--- config.mk ---
export PLATFORM = sky130hd
export DESIGN_NAME = rw_order_gate
export DESIGN_NICKNAME = d
export VERILOG_FILES = /design/src/rtl/ordgate_pkg.sv /design/src/rtl/ordgate_dp.sv /design/src/rtl/ordgate_ctrl.sv /design/src/rtl/rw_order_gate.sv
export SDC_FILE = /design/constraint.sdc
export NUM_CORES = 1
export LEC_CHECK = 0
export BUFFER_PORTS_ARGS = -buffer_cell sky130_fd_sc_hd__buf_2
export CORE_MARGIN = 2
export CORE_UTILIZATION = 45
export CTS_CLUSTER_SIZE = 30
export DETAILED_ROUTE_END_ITERATION = 8
export HOLD_SLACK_MARGIN = 0.1
export PLACE_DENSITY = 0.81
export RECOVER_POWER = 100
export SLEW_MARGIN = 20
export SYNTH_ARGS = -nofsm -noshare
export SYNTH_HDL_FRONTEND = slang
export SYNTH_SLANG_ARGS = --single-unit
export TNS_END_PERCENT = 20
--- constraint.sdc ---
create_clock -name clk -period 2.6 [get_ports clk]
set_input_delay 0.52 -clock clk [delete_from_list [all_inputs] [get_ports clk]]
set_output_delay 0.52 -clock clk [all_outputs]
set_load 0.005 [all_outputs]
--- src/rtl/ordgate_pkg.sv ---
package ordgate_pkg;

  // strobes from control to datapath, one cycle each
  typedef struct packed {
    logic ldRd;   // load AR output register
    logic ldWr;   // load AW output register
    logic issRd;  // AR handshake
    logic issWr;  // AW handshake
    logic cplRd;  // R last-beat handshake
    logic cplWr;  // B handshake
  } gateStrobe_t;

endpackage

--- src/rtl/ordgate_dp.sv ---
module ordgate_dp
  import ordgate_pkg::*;
#(
  parameter int ID_W    = 2,
  parameter int ADDR_W  = 16,
  parameter int MAX_OUT = 3
) (
  input  logic              clk,
  input  logic              rstN,
  input  gateStrobe_t       stb,
  input  logic [ID_W-1:0]   reqRdId,
  input  logic [ADDR_W-1:0] reqRdAddr,
  input  logic [ID_W-1:0]   reqWrId,
  input  logic [ADDR_W-1:0] reqWrAddr,
  input  logic [ID_W-1:0]   rId,
  input  logic [ID_W-1:0]   bId,
  output logic              arValid,
  output logic [ID_W-1:0]   arId,
  output logic [ADDR_W-1:0] arAddr,
  output logic              awValid,
  output logic [ID_W-1:0]   awId,
  output logic [ADDR_W-1:0] awAddr,
  output logic [(1<<ID_W)-1:0] rdBusy,
  output logic [(1<<ID_W)-1:0] wrBusy,
  output logic [(1<<ID_W)-1:0] rdFull,
  output logic [(1<<ID_W)-1:0] wrFull
);

  localparam int NID   = 1 << ID_W;
  localparam int CNT_W = $clog2(MAX_OUT + 1);
  localparam logic [CNT_W-1:0] CNT_MAX = CNT_W'(MAX_OUT);

  // address channel output registers
  always_ff @(posedge clk or negedge rstN) begin
    if (!rstN) begin
      arValid <= 1'b0;
      arId    <= '0;
      arAddr  <= '0;
    end else if (stb.ldRd) begin
      arValid <= 1'b1;
      arId    <= reqRdId;
      arAddr  <= reqRdAddr;
    end else if (stb.issRd) begin
      arValid <= 1'b0;
    end
  end

  always_ff @(posedge clk or negedge rstN) begin
    if (!rstN) begin
      awValid <= 1'b0;
      awId    <= '0;
      awAddr  <= '0;
    end else if (stb.ldWr) begin
      awValid <= 1'b1;
      awId    <= reqWrId;
      awAddr  <= reqWrAddr;
    end else if (stb.issWr) begin
      awValid <= 1'b0;
    end
  end

  // outstanding counters, one per ID per direction
  logic [CNT_W-1:0] cntRd [NID];
  logic [CNT_W-1:0] cntWr [NID];

  for (genvar i = 0; i < NID; i++) begin : g_id
    logic incRd, decRd, incWr, decWr;
    assign incRd = stb.issRd && (arId == ID_W'(i));
    assign decRd = stb.cplRd && (rId  == ID_W'(i));
    assign incWr = stb.issWr && (awId == ID_W'(i));
    assign decWr = stb.cplWr && (bId  == ID_W'(i));

    always_ff @(posedge clk or negedge rstN) begin
      if (!rstN) begin
        cntRd[i] <= '0;
      end else begin
        case ({incRd, decRd})
          2'b10:   cntRd[i] <= cntRd[i] + 1'b1;
          2'b01:   cntRd[i] <= cntRd[i] - 1'b1;
          default: cntRd[i] <= cntRd[i];
        endcase
      end
    end

    always_ff @(posedge clk or negedge rstN) begin
      if (!rstN) begin
        cntWr[i] <= '0;
      end else begin
        case ({incWr, decWr})
          2'b10:   cntWr[i] <= cntWr[i] + 1'b1;
          2'b01:   cntWr[i] <= cntWr[i] - 1'b1;
          default: cntWr[i] <= cntWr[i];
        endcase
      end
    end

    assign rdBusy[i] = (cntRd[i] != '0);
    assign wrBusy[i] = (cntWr[i] != '0);
    assign rdFull[i] = (cntRd[i] == CNT_MAX);
    assign wrFull[i] = (cntWr[i] == CNT_MAX);

    AST_NO_OVERFLOW: assert property (@(posedge clk) disable iff (!rstN)
      (cntRd[i] <= CNT_MAX) && (cntWr[i] <= CNT_MAX));
    AST_NO_CROSS: assert property (@(posedge clk) disable iff (!rstN)
      !(rdBusy[i] && wrBusy[i]));
    AST_NO_UNDERFLOW: assert property (@(posedge clk) disable iff (!rstN)
      (decRd |-> rdBusy[i]) and (decWr |-> wrBusy[i]));
  end

  AST_AR_HOLD: assert property (@(posedge clk) disable iff (!rstN)
    arValid && !stb.issRd |=> arValid && $stable(arId) && $stable(arAddr));
  AST_AW_HOLD: assert property (@(posedge clk) disable iff (!rstN)
    awValid && !stb.issWr |=> awValid && $stable(awId) && $stable(awAddr));
  AST_AR_NOT_CROSS: assert property (@(posedge clk) disable iff (!rstN)
    arValid |-> !wrBusy[arId]);
  AST_AW_NOT_CROSS: assert property (@(posedge clk) disable iff (!rstN)
    awValid |-> !rdBusy[awId]);

endmodule

--- src/rtl/ordgate_ctrl.sv ---
module ordgate_ctrl
  import ordgate_pkg::*;
#(
  parameter int ID_W = 2
) (
  input  logic              clk,
  input  logic              rstN,
  input  logic              reqRdValid,
  input  logic [ID_W-1:0]   reqRdId,
  input  logic              reqWrValid,
  input  logic [ID_W-1:0]   reqWrId,
  input  logic              arValid,
  input  logic              arReady,
  input  logic              awValid,
  input  logic              awReady,
  input  logic [ID_W-1:0]   awId,
  input  logic [ID_W-1:0]   arId,
  input  logic              rValid,
  input  logic              rReady,
  input  logic              rLast,
  input  logic              bValid,
  input  logic              bReady,
  input  logic [(1<<ID_W)-1:0] rdBusy,
  input  logic [(1<<ID_W)-1:0] wrBusy,
  input  logic [(1<<ID_W)-1:0] rdFull,
  input  logic [(1<<ID_W)-1:0] wrFull,
  output gateStrobe_t       stb,
  output logic              reqRdReady,
  output logic              reqWrReady
);

  logic canRd, canWr, clash, favorRd;

  // a direction may load only into an empty output register, with no
  // opposite-direction traffic of the same ID and room in its own count
  assign canRd = !arValid && !wrBusy[reqRdId] && !rdFull[reqRdId]
               && !(awValid && (awId == reqRdId));
  assign canWr = !awValid && !rdBusy[reqWrId] && !wrFull[reqWrId]
               && !(arValid && (arId == reqWrId));

  assign clash = reqRdValid && reqWrValid && (reqRdId == reqWrId) && canRd && canWr;

  assign reqRdReady = canRd && !(clash && !favorRd);
  assign reqWrReady = canWr && !(clash && favorRd);

  always_comb begin
    stb.ldRd  = reqRdValid && reqRdReady;
    stb.ldWr  = reqWrValid && reqWrReady;
    stb.issRd = arValid && arReady;
    stb.issWr = awValid && awReady;
    stb.cplRd = rValid && rReady && rLast;
    stb.cplWr = bValid && bReady;
  end

  // alternating winner for same-ID clashes
  always_ff @(posedge clk or negedge rstN) begin
    if (!rstN)      favorRd <= 1'b1;
    else if (clash) favorRd <= !favorRd;
  end

  AST_ONE_PER_ID: assert property (@(posedge clk) disable iff (!rstN)
    !(stb.ldRd && stb.ldWr && (reqRdId == reqWrId)));
  AST_TURN_FLIPS: assert property (@(posedge clk) disable iff (!rstN)
    clash && reqRdReady |=> !(clash && reqRdReady));

endmodule

--- src/rtl/rw_order_gate.sv ---
module rw_order_gate
  import ordgate_pkg::*;
#(
  parameter int ID_W    = 2,
  parameter int ADDR_W  = 16,
  parameter int MAX_OUT = 3
) (
  input  logic              clk,
  input  logic              rstN,
  input  logic              reqRdValid,
  output logic              reqRdReady,
  input  logic [ID_W-1:0]   reqRdId,
  input  logic [ADDR_W-1:0] reqRdAddr,
  input  logic              reqWrValid,
  output logic              reqWrReady,
  input  logic [ID_W-1:0]   reqWrId,
  input  logic [ADDR_W-1:0] reqWrAddr,
  output logic              arValid,
  input  logic              arReady,
  output logic [ID_W-1:0]   arId,
  output logic [ADDR_W-1:0] arAddr,
  output logic              awValid,
  input  logic              awReady,
  output logic [ID_W-1:0]   awId,
  output logic [ADDR_W-1:0] awAddr,
  input  logic              rValid,
  input  logic              rReady,
  input  logic              rLast,
  input  logic [ID_W-1:0]   rId,
  input  logic              bValid,
  input  logic              bReady,
  input  logic [ID_W-1:0]   bId
);

  localparam int NID = 1 << ID_W;

  gateStrobe_t    stb;
  logic [NID-1:0] rdBusy, wrBusy, rdFull, wrFull;

  ordgate_ctrl #(.ID_W(ID_W)) u_ctrl (
    .clk(clk), .rstN(rstN),
    .reqRdValid(reqRdValid), .reqRdId(reqRdId),
    .reqWrValid(reqWrValid), .reqWrId(reqWrId),
    .arValid(arValid), .arReady(arReady),
    .awValid(awValid), .awReady(awReady),
    .awId(awId), .arId(arId),
    .rValid(rValid), .rReady(rReady), .rLast(rLast),
    .bValid(bValid), .bReady(bReady),
    .rdBusy(rdBusy), .wrBusy(wrBusy), .rdFull(rdFull), .wrFull(wrFull),
    .stb(stb), .reqRdReady(reqRdReady), .reqWrReady(reqWrReady)
  );

  ordgate_dp #(.ID_W(ID_W), .ADDR_W(ADDR_W), .MAX_OUT(MAX_OUT)) u_dp (
    .clk(clk), .rstN(rstN), .stb(stb),
    .reqRdId(reqRdId), .reqRdAddr(reqRdAddr),
    .reqWrId(reqWrId), .reqWrAddr(reqWrAddr),
    .rId(rId), .bId(bId),
    .arValid(arValid), .arId(arId), .arAddr(arAddr),
    .awValid(awValid), .awId(awId), .awAddr(awAddr),
    .rdBusy(rdBusy), .wrBusy(wrBusy), .rdFull(rdFull), .wrFull(wrFull)
  );

endmodule

# Word level (Yosys, flattened, before mapping)
# Index checks and enable logic that the tools add are counted.
word_totals:
  regBits: 55
  latch_bits: 0
  ram_bits: 0
  mem_bits_ro: 0
  in_bits: 51
  output_inout_bits: 40
  word_cells: 164
  mem_count: 0
classes:
  addsub: 16
  multipliers: 0
  n_div: 0
  n_lt_le_gt_ge: 2
  eq_ne: 39
  shift: 0
  mux: 20
  bitwise: 0
  reduce_logical: 72
op_table:
  columns: ["operator", "count"]
  rows:
  - ["2-bit == test (second input constant)", 24]
  - ["1-bit logical AND", 39]
  - ["2-bit nonzero test", 18]
  - ["2-bit one-hot mux with 2 select lines", 8]
  - ["2-bit by 1-bit == test with 1-bit output (second input constant)", 12]
  - ["2-bit by 1-bit adder with 2-bit output (second input constant)", 8]
  - ["2-bit by 1-bit subtractor with 2-bit output (second input constant)", 8]
  - ["1-bit zero test", 11]
  - ["1-bit binary-select mux with 2-bit select", 4]
  - ["2-bit zero test", 4]
  - ["1-bit two-way mux", 8]
  - ["2-bit == test", 3]
  - ["2-bit by 3-bit < comparator with 1-bit output (second input constant)", 2]

# Longest topological paths before layout
logic_depth:
  word_depth: 14
  mapped_depth: 7
  depth_no_buf: 7

# Hierarchy
# A second synthesis with hierarchy kept.
unflattened:
  cells_unflattened: 208
  area_unflattened_um2: 2741.4
modules_own_cells:
  columns: ["mod", "instances", "cells_each", "area_per_inst_um2", "seq_area_each_um2"]
  rows:
  - ["ordgate_dp", 1, 172, 2464.9, 1351.3]
  - ["ordgate_ctrl", 1, 36, 276.5, 26.3]

# Worst setup path after synthesis
# OpenSTA, ideal clock, no wires.
synth_timing:
  path_type: "input to register"
  startpoint: "input reqWrId[0]"
  endpoint: "register u_dp.awAddr[1]"
  setup_ns: 0.125
  arrival_ns: 2.548
  required_ns: 2.475
  slack_ns: -0.073
  stages: 7
  n_path_buf: 2
  cell_sequence: "buf_6 a2111oi_4 a31oi_1 a2111o_1 a311oi_4 buf_8 mux2_4"
synth_via:
  elab_chain_cells: 11
  elab_cells_between_ends: 20
  classes_between: "eq/ne (2); mux (4); reduce/logical (14)"
synth_lines:
  columns: ["item", "line", "rtl"]
  rows:
  - ["from (decl)", "rw_order_gate.sv:16", "input logic [ID_W-1:0] reqWrId,"]
  - ["1-bit binary-select mux with 2-bit select", "ordgate_ctrl.sv:38", "assign canWr = !awValid && !rdBusy[reqWrId] && !wrFull[reqWrId]"]
  - ["1-bit two-way mux (implied by the code)", "ordgate_ctrl.sv:38", null]
  - ["1-bit zero test", "ordgate_ctrl.sv:38", null]
  - ["1-bit logical AND (2 in series)", "ordgate_ctrl.sv:38", null]
  - ["1-bit logical AND", "ordgate_ctrl.sv:39", "&& !(arValid && (arId == reqWrId));"]
  - ["1-bit logical AND", "ordgate_ctrl.sv:41", "assign clash = reqRdValid && reqWrValid && (reqRdId == reqWrId) && canRd && canWr;"]
  - ["1-bit logical AND", "ordgate_ctrl.sv:44", "assign reqWrReady = canWr && !(clash && favorRd);"]
  - ["1-bit zero test", "ordgate_ctrl.sv:44", null]
  - ["1-bit logical AND (*)", "ordgate_ctrl.sv:44", null]
  - ["1-bit logical AND (*)", "ordgate_ctrl.sv:48", "stb.ldWr = reqWrValid && reqWrReady;"]
  - ["to (signal assigned)", "ordgate_dp.sv:56", "awAddr <= reqWrAddr;"]
  - ["to (decl)", "ordgate_dp.sv:22", "output logic [ADDR_W-1:0] awAddr,"]
# Every way passes the cells marked *; elsewhere a longest branch is shown, timed or not. The select of a mux whose other input is x is not followed.
# A chain may end at the register's enable or synchronous reset.

# Worst setup path in the final report
layout_timing:
  startpoint: "register u_dp.cntWr[2] in the netlist's numbering"
  endpoint: "output reqRdReady"
layout_via:
  elab_chain_cells: 12
  elab_cells_between_ends: 18
  classes_between: "eq/ne (1); mux (4); reduce/logical (13)"
layout_lines:
  columns: ["item", "line", "rtl"]
  rows:
  - ["from (decl)", "ordgate_dp.sv:64", "logic [CNT_W-1:0] cntWr [NID];"]
  - ["from (signal, indexed assignment)", "ordgate_dp.sv:90", "2'b10: cntWr[i] <= cntWr[i] + 1'b1;"]
  - ["from (signal, indexed assignment)", "ordgate_dp.sv:91", "2'b01: cntWr[i] <= cntWr[i] - 1'b1;"]
  - ["from (signal, indexed assignment)", "ordgate_dp.sv:92", "default: cntWr[i] <= cntWr[i];"]
  - ["2-bit nonzero test", "ordgate_dp.sv:98", "assign wrBusy[i] = (cntWr[i] != '0);"]
  - ["1-bit binary-select mux with 2-bit select", "ordgate_ctrl.sv:36", "assign canRd = !arValid && !wrBusy[reqRdId] && !rdFull[reqRdId]"]
  - ["1-bit two-way mux (implied by the code)", "ordgate_ctrl.sv:36", null]
  - ["1-bit zero test", "ordgate_ctrl.sv:36", null]
  - ["1-bit logical AND (2 in series)", "ordgate_ctrl.sv:36", null]
  - ["1-bit logical AND", "ordgate_ctrl.sv:37", "&& !(awValid && (awId == reqRdId));"]
  - ["1-bit logical AND (2 in series)", "ordgate_ctrl.sv:41", null]
  - ["1-bit logical AND", "ordgate_ctrl.sv:43", "assign reqRdReady = canRd && !(clash && !favorRd);"]
  - ["1-bit zero test", "ordgate_ctrl.sv:43", null]
  - ["1-bit logical AND (*)", "ordgate_ctrl.sv:43", null]
  - ["to (decl)", "rw_order_gate.sv:11", "output logic reqRdReady,"]
# Marks and branches as above.

==> reports/results.tsv <==
metric	value	unit
DRT antenna net count	0	
diode count	0	
Area growth syn-to-layout	27.2	%
Seq cells post-synth	55	
max-slew violation count	30	
vias in the first global route	1892	
Core Footprint	5820	um2
crit path to	reqRdReady	
cell family with most CP delay	compound AO/OA/AOI/OAI gates	
R2R setup slack	0.16	ns
CP Launch Type	flip-flop	
CTS hold repair buffers	0	
cts bufs inserted	5	
Ys Warns	0	
hold_sp	arReady	
max_slew headroom	-5.14	%
routed len/inst	14.4	um
Worst EP required	2.08	ns
crit-path max FO	4	
clock sinks	55	
setup repair after global routing missed its margin	true	
drt pass-1 iters	4	
final net count	358	
Clock Skews	0.00465	ns
Mapped Cells	199	
VDD IR max	0.472	mV
Post-Syn Area	2660	um2
clock tree buffer depth	2	
Final WS setup	0.0211	ns
FFs w/ async S/R, synth	100	%
Design Power	3.81	mW
Tcrit/Tclk final	99.2	%
Slowest-stage cell, CP	dfrtp_2	
via count	1902	
Leakage	1.53	nW
largest net degree at the start of global routing	30	
max_cap viols	1	
failing checks	max-capacitance violations, max-slew violations	
HP Class	primary input to flip-flop	
Max Clk Rate	0.388	GHz
Total Routing Usage GR	16.7	%
first-pass GRT wire length	8450	um
fin cells	375	
Die Ht	80.9	um
R2R depth	7	
initial antenna violation count	0	
residual DRC count	0	
Avg Vias per Cell	5.07	
TritonCTS clock tree	done	
FF-to-FF End	u_dp.awId[1]	
CP Class	flip-flop to output port	
Final setup viols	0	
port bufs	90	
I/O pin count	91	
pre-CTS setup slack	0.0259	ns
outcome	complete, but fails checks	
total gr overflow	0	
Cell Pwr Density	1130	nW/um2
Worst-Margin Slew	1.58	ns
hold slack	0.432	ns
Chip Width	80.9	um
Buffers & Inverters on Critical Path	1	
die area	6550	um2
GPL Wtd Cong	0.745	
crit path from	u_dp.cntWr[2]	
drt initial violations	60	
hpwl dp	3940	um
H-tree depth	2	
start of the worst register-to-register path	u_dp.cntWr[2]	
post-layout min period	2.58	ns
FP Rows	28	
critical path endpoint category	output port	
share of cells above drive strength 1	45.3	%
Post-Route WL	5400	um
Clock Latency Late Sink	0.31	ns
CTS clk-pin slew, worst paths	0.09	ns
CP Cell Sequence	a2111oi_4 -> a31oi_1 -> a2111o_1 -> o31a_2 -> buf_6	
Worst path depth	5	
Post-synth EDFFs	0	
synthesized area per cell	13.4	um2
clock root buffer	clkbuf_8	
CP arrival	2.06	ns
Top FF cell, synth	dfrtp_1	
sequential fraction of the synthesis area	51.7	%
final hold violations	0	
Cells after DPL	366	
Synthesized Nets	258	
CP max stage delay	0.46	ns
Starting Density	45.8	%
Filler cells	523	
count of cell types in the netlist	39	
-- layout make-up --
cell class | instances | area (um2) | share of cell area (%)
tap | 75 | 93.8 | 2.77
multi-input combinational | 136 | 1250 | 37.0
inverter | 3 | 11.3 | 0.332
clock inverter | 2 | 60.1 | 1.77
sequential | 55 | 1380 | 40.7
clock buffer | 6 | 72.6 | 2.14
timing repair buffer | 98 | 518 | 15.3
-- per-stage QoR --
step	util (%)	setup TNS [ns]	area [um2]
detailed placement	55.9	0	3250
finish	58.2	0	3390
floorplan	-	0	2660
global placement	55.9	0	3250
CTS	58.4	0	3390
global route	58.2	-0.0548	3390
-- synth_stat cells (all sizes together) (2+ instances only) --
cell type,n,share of area (%)
a31oi,2,0.47
and3,2,0.47
buf,4,1.6
or3,2,0.47
xnor2,19,6.3
a211oi,4,1.3
mux2,36,16
a311oi,2,1.3
nor2,16,2.3
nand4,2,0.47
nor3,2,0.38
xor2,12,3.9
dfrtp,54,51
inv,3,0.42
a2111oi,4,2.1
nand2,10,1.4
nor3b,3,0.85
ha,8,3.8
-- cell usage in the layout (no fill, tap or decap), drive strengths merged, types with 2 or more instances in the layout --
| master | count |
|---|---|
| nand4 | 2 |
| clkbuf | 23 |
| nor3 | 2 |
| and3 | 2 |
| xor2 | 12 |
| a311oi | 2 |
| nor3b | 3 |
| nor2 | 16 |
| bufinv | 2 |
| a211oi | 4 |
| a2111oi | 4 |
| inv | 3 |
| mux2 | 36 |
| dfrtp | 54 |
| buf | 81 |
| or3 | 2 |
| nand2 | 10 |
| a31oi | 2 |
| ha | 8 |
| xnor2 | 19 |
-- worst reg2reg max path: stages (launching register included) --
cell       delay (ns)
dfrtp_2          0.46
a2111oi_4        0.35
a31oi_1          0.08
a2111o_1         0.43
buf_4            0.18
a311oi_4         0.27
buf_12           0.21
mux2_2           0.35
-- kinds of logic (layout without fill, tap and decap cells) --
logic type,count (synthesis),after routing,synth area share [%]
AND/OR/NAND/NOR,42,42,7.71
flip-flops,55,55,51.7
buffers and inverters,8,109,2.11
adder cells (fa/ha/maj),8,8,3.76
XOR/XNOR,31,31,10.2
multiplexers,36,36,16.5
AO/OA/AOI/OAI,19,19,7.99
-- state kept, by name (all words and copies together) (netlist names) --
name            count
u_dp.awId           2
u_dp.cntWr          8
u_ctrl.favorRd      1
u_dp.awAddr        16
u_dp.cntRd          8
u_dp.arId           2
u_dp.arValid        1
u_dp.awValid        1
u_dp.arAddr        16
-- layer usage --
metal / vias up / track usage (%) / part of all wire (%)
met4: 0 / 4.58 / 1.4
met5: - / 0 / 0
met2: 50 / 28.8 / 50
met3: 8 / 4.44 / 5.5
met1: 944 / 20.9 / 43
li1: 900 / - / -
-- worst min-delay path by stage --
stage / slack (ns) / cells after the start / to
floorplan: 0.22 / 0 / u_dp.arAddr[0]
global placement: 0.48 / 1 / u_dp.cntRd[7]
detailed placement: 0.48 / 1 / u_dp.cntWr[7]
CTS: 0.26 / 1 / u_dp.cntRd[1]
global route: 0.42 / 2 / u_dp.awAddr[7]
finish: 0.43 / 2 / u_dp.arValid
-- what timing repair did --
item / CTS / global route
pin swaps: 1 / 0
endpoints found under the setup margin: 2 / 2
cloned: 0 / 0
buffers inserted: 1 / 0
resized for setup: 2 / 4
-- power breakdown --
part,total [mW],switching (mW),internal [mW]
Clock,0.654,0.269,0.385
Sequential,1.72,0.423,1.30
Combinational,1.43,0.561,0.874
Total,3.81,1.25,2.56
Note: power is estimated with default switching activity, not from simulation.
